<file path="src/rtl/obp_pkg.sv">
package obp_pkg;
  typedef enum logic {
    LINK_OFF = 1'b0,
    LINK_ON  = 1'b1
  } link_state_e;
endpackage

</file>
<file path="src/rtl/obp_occ.sv">
module obp_occ #(
  parameter int DEPTH = 16,
  parameter int CW    = $clog2(DEPTH + 1)
) (
  input  logic          clk,
  input  logic          rst,
  input  logic          arrive,
  input  logic          deq_req,
  output logic          deq_ok,
  output logic [CW-1:0] free_q
);
  localparam logic [CW-1:0] ALL_FREE = CW'(DEPTH);

  // A dequeue is only honoured when at least one slot is occupied.
  assign deq_ok = deq_req && (free_q != ALL_FREE);

  always_ff @(posedge clk) begin
    if (rst) begin
      free_q <= ALL_FREE;
    end else begin
      unique case ({arrive, deq_ok})
        2'b10:   if (free_q != '0) free_q <= free_q - 1'b1;
        2'b01:   free_q <= free_q + 1'b1;
        default: free_q <= free_q;
      endcase
    end
  end
endmodule

</file>
<file path="src/rtl/obp_hyst.sv">
module obp_hyst
  import obp_pkg::*;
#(
  parameter int CW   = 5,
  parameter int FOFF = 6,
  parameter int FON  = 10
) (
  input  logic          clk,
  input  logic          rst,
  input  logic [CW-1:0] free_q,
  output link_state_e   state_q,
  output logic          evt_q
);
  localparam logic [CW-1:0] LO_MARK = CW'(FOFF);
  localparam logic [CW-1:0] HI_MARK = CW'(FON);

  link_state_e nxt;

  always_comb begin
    nxt = state_q;
    if (state_q == LINK_ON && free_q < LO_MARK)       nxt = LINK_OFF;
    else if (state_q == LINK_OFF && free_q > HI_MARK) nxt = LINK_ON;
  end

  always_ff @(posedge clk) begin
    if (rst) begin
      state_q <= LINK_ON;
      evt_q   <= 1'b0;
    end else begin
      state_q <= nxt;
      evt_q   <= (nxt != state_q);
    end
  end
endmodule

</file>
<file path="src/rtl/obp_sigdelay.sv">
module obp_sigdelay #(
  parameter int DELAY = 3
) (
  input  logic clk,
  input  logic rst,
  input  logic d,
  output logic q
);
  generate
    if (DELAY == 1) begin : g_single
      logic r_q;
      always_ff @(posedge clk) begin
        if (rst) r_q <= 1'b1;
        else     r_q <= d;
      end
      assign q = r_q;
    end else begin : g_chain
      logic [DELAY-1:0] sr_q;
      always_ff @(posedge clk) begin
        if (rst) sr_q <= '1;
        else     sr_q <= {sr_q[DELAY-2:0], d};
      end
      assign q = sr_q[DELAY-1];
    end
  endgenerate
endmodule

</file>
<file path="src/rtl/onoff_bp_ctrl.sv">
module onoff_bp_ctrl
  import obp_pkg::*;
#(
  parameter int DEPTH = 16,
  parameter int FOFF  = 6,
  parameter int FON   = 10,
  parameter int DELAY = 3,
  localparam int CW   = $clog2(DEPTH + 1)
) (
  input  logic          clk,
  input  logic          rst,
  input  logic          up_want,
  input  logic          deq_req,
  output logic          up_send,
  output logic          deq_ok,
  output logic [CW-1:0] free_cnt,
  output logic          link_on,
  output logic          link_evt,
  output logic          gate_on
);
  link_state_e st;

  assign up_send = up_want & gate_on;

  obp_occ #(.DEPTH(DEPTH), .CW(CW)) u_occ (
    .clk(clk), .rst(rst), .arrive(up_send), .deq_req(deq_req),
    .deq_ok(deq_ok), .free_q(free_cnt)
  );

  obp_hyst #(.CW(CW), .FOFF(FOFF), .FON(FON)) u_hyst (
    .clk(clk), .rst(rst), .free_q(free_cnt), .state_q(st), .evt_q(link_evt)
  );

  assign link_on = (st == LINK_ON);

  obp_sigdelay #(.DELAY(DELAY)) u_dly (
    .clk(clk), .rst(rst), .d(link_on), .q(gate_on)
  );
endmodule

</file>
<file path="config.mk">
export PLATFORM = sky130hd
export DESIGN_NAME = onoff_bp_ctrl
export DESIGN_NICKNAME = d
export VERILOG_FILES = /design/src/rtl/obp_pkg.sv /design/src/rtl/obp_occ.sv /design/src/rtl/obp_hyst.sv /design/src/rtl/obp_sigdelay.sv /design/src/rtl/onoff_bp_ctrl.sv
export SDC_FILE = /design/constraint.sdc
export NUM_CORES = 1
export LEC_CHECK = 0
export ABC_AREA = 1
export CORE_AREA = 2 2 39 41
export CTS_BUF_LIST = sky130_fd_sc_hd__clkbuf_8
export DETAILED_ROUTE_END_ITERATION = 10
export DIE_AREA = 0 0 41 43
export HOLD_SLACK_MARGIN = 0.12
export PLACE_DENSITY = 0.73
export SYNTH_ARGS = -nofsm -noshare
export SYNTH_HDL_FRONTEND = slang
export SYNTH_HIERARCHICAL = 1
export SYNTH_SLANG_ARGS = --single-unit
</file>
<file path="constraint.sdc">
create_clock -name clk -period 3.8 [get_ports clk]
set_input_delay 1.14 -clock clk [delete_from_list [all_inputs] [get_ports clk]]
set_output_delay 1.14 -clock clk [all_outputs]
set_load 0.005 [all_outputs]
</file>
==> impl_metrics.tcl <==
set metrics [dict create \
    grt_max_degree 9 \
    rsz0062_at_grt "false" \
    status "finished, final reports clean" \
    rrSetupSlack_ns 1.83 \
    fmax_ghz 0.292 \
    finalCriticalPeriod_ns 3.42 \
    grt_usage_pct 15.3 \
    cts_resized 0 \
    ir_drop_v 0.000354 \
    seq_area_sq_um 200 \
    cts_setup_buffers 0 \
    start_util_pct 43.0 \
    timing.final.crit_share_pct 90.1 \
    worstPathMaxFanout 3 \
    synth-simple-area-share_pct 39.5 \
    pin_count 14 \
    core_sq_um 1380 \
    antenna_found_initial 0 \
    wl_per_cell_um 9.96 \
    drt_iter0_drc 6 \
    dieArea_sq_um 1760 \
    place_area_sq_um 746 \
    post_synth_fa_ha_maj_area_fraction_pct 9.66 \
    grt_pass1_vias 485 \
    fin_setup_tns_ns 0 \
    vias 548 \
    synth_xor_area_share_pct 1.47 \
    nNetsFinal 111 \
    syn-cell-area_sq_um 596 \
    gr-max-usage-layer "met2" \
    finalHoldViolations 0 \
    ys_types 20 \
    die_y_um 43 \
    setup_viol 0 \
    gp_congestion 0.785 \
    num_rows 14 \
    hold_ws_ns 0.408 \
    slew_headroom_pct 80.4 \
    drv_slew 0 \
    grt_pass1_wl_mm 1.81 \
    clk_pin_slew_ns 0.05 \
    ys_seq_area_share_pct 33.6 \
    fin_worst_skew_ns 0.00376 \
    wirelength_mm 1.17 \
    overflow 0 \
    io_buffer_count 13 \
    worstMarginPinSlew_ns 0.294 \
    cts_tree "yes" \
    avgSynthCellArea_sq_um 7.01 \
    syn-num-nets 93 \
    synth_compound_area_share_pct 5.67 \
    drive_above_1_share_pct 16.8 \
    n_antenna_cell 0 \
    ctsHtreeMaxLevel 1 \
    yosysWarnings 6 \
    avgViaCountPerCell 4.68 \
    use_met3_pct 6.28 \
    use_met2_pct 23.8 \
    multiInputGateArea_sq_um 335 \
    worstSetupPathType "input port to primary output" \
    cp_data_required_time_ns 2.66 \
    p_leak_nw 0.398 \
    critPathArrivalTime_ns 2.28 \
    final_common_cell "nand2_1" \
    final_area_sq_um 787 \
    antenna_left 0 \
    startpoint_type "input port" \
    cap_violations 0 \
    area_growth_pct 32.1 \
    synth_top_family_by_area "simple AND/OR/NAND/NOR gates" \
    cts_buffers 3 \
    cts_hold_repair.buffers 0 \
    drt_pass1_iterations 4 \
    insertion_delay_ns 0.23 \
    syn-instance-count 85 \
    hold_path.class "flop to flop" \
    layout_common_cells "nand2_1, inv_1, clkdlybuf4s50_1, nor2_1, dfxtp_1" \
    drc 0 \
    synthMuxAreaShare_pct 0 \
    p_per_area_nw_per_um2 848 \
    critPathCaptureType "primary output" \
    cts_root_buf "clkbuf_8" \
    grtUsageMet1_pct 18.7 \
    dp_hpwl_um 852 \
    cts_max_path_buffers 2 \
    die_x_um 41 \
    nFillCells 148 \
    ys_ff_latch 10 \
    cts.sinks 10 \
]
layout make-up:
| cell class | count | area share, % |
|---|---|---|
| well taps | 16 | 2.54 |
| inverters | 16 | 7.63 |
| flip-flops and latches | 10 | 25.4 |
| repair buffers | 13 | 16.5 |
| clock buffers | 3 | 5.25 |
| multi-input cells | 59 | 42.6 |
kinds of logic (layout without fill, tap and decap cells):
group	Yosys count	in the layout
AND/OR/NAND/NOR	48	48
adder cells (fa/ha/maj)	4	4
AO/OA/AOI/OAI	6	6
flip-flops	10	10
buffers and inverters	16	32
XOR/XNOR	1	1
report_power, final:
part	switching, W	leakage [nW]	internal (W)
sequential	0.0000552	0.0824	0.000142
combinational	0.000186	0.294	0.000178
clock	0.0000365	0.0216	0.0000689
per-layer routing:
metal / up-vias / share of wire, % / wire length [um]
met3: 0 / 4.2 / 49
li1: 295 / - / -
met2: 11 / 50 / 581
met4: 0 / 0 / 0
met1: 242 / 46 / 533
met5: - / 0 / 0
through the flow:
stage,util [%],total power (W),worst slack (ns),instances
2_1_floorplan,-,0.000437,1.31,85
3_3_place_gp,53.9,0.000553,0.394,114
3_5_place_dp,53.9,0.000562,0.383,114
4_1_cts,56.9,0.000677,0.378,117
5_1_grt,56.9,0.000735,0.335,117
6_report,56.9,0.000667,0.376,117
final timing paths:
| check | from | end | depth (start not counted) |
|---|---|---|---|
| setup / recovery | deq_req | deq_ok | 4 |
| hold / removal | u_dly/g_chain.sr_q[1]$_SDFF_PP1_ | u_dly/g_chain.sr_q[2]$_SDFF_PP1_ | 2 |
| setup reg to reg | u_occ/free_q[0]$_SDFFE_PP0P_ | u_occ/free_q[4]$_SDFFE_PP1P_ | 12 |
| hold reg to reg | u_dly/g_chain.sr_q[1]$_SDFF_PP1_ | u_dly/g_chain.sr_q[2]$_SDFF_PP1_ | 2 |
state kept, by name (all words and copies together) (netlist names):
| name | count |
|---|---|
| u_hyst/evt_q | 1 |
| u_hyst/state_q | 1 |
| u_dly/g_chain.sr_q | 3 |
| u_occ/free_q | 5 |
synth_stat cells, drive strengths merged:
library cell / n / area [sq um]
or2: 1 / 6.26
a21oi: 3 / 18.8
nand3: 7 / 45.0
nand4: 2 / 12.5
nand3b: 1 / 7.51
nand2: 23 / 104
fa: 1 / 20.0
nor2: 14 / 60.1
xor2: 1 / 8.76
o21ai: 3 / 15.0
ha: 3 / 37.5
inv: 16 / 60.1
dfxtp: 10 / 200
critical path, cell delays in order:
cell             delay, ns
clkdlybuf4s50_1       0.53
nand2_2               0.08
inv_1                 0.05
clkdlybuf4s50_1       0.48
Note: power is estimated with default switching activity, not from simulation.
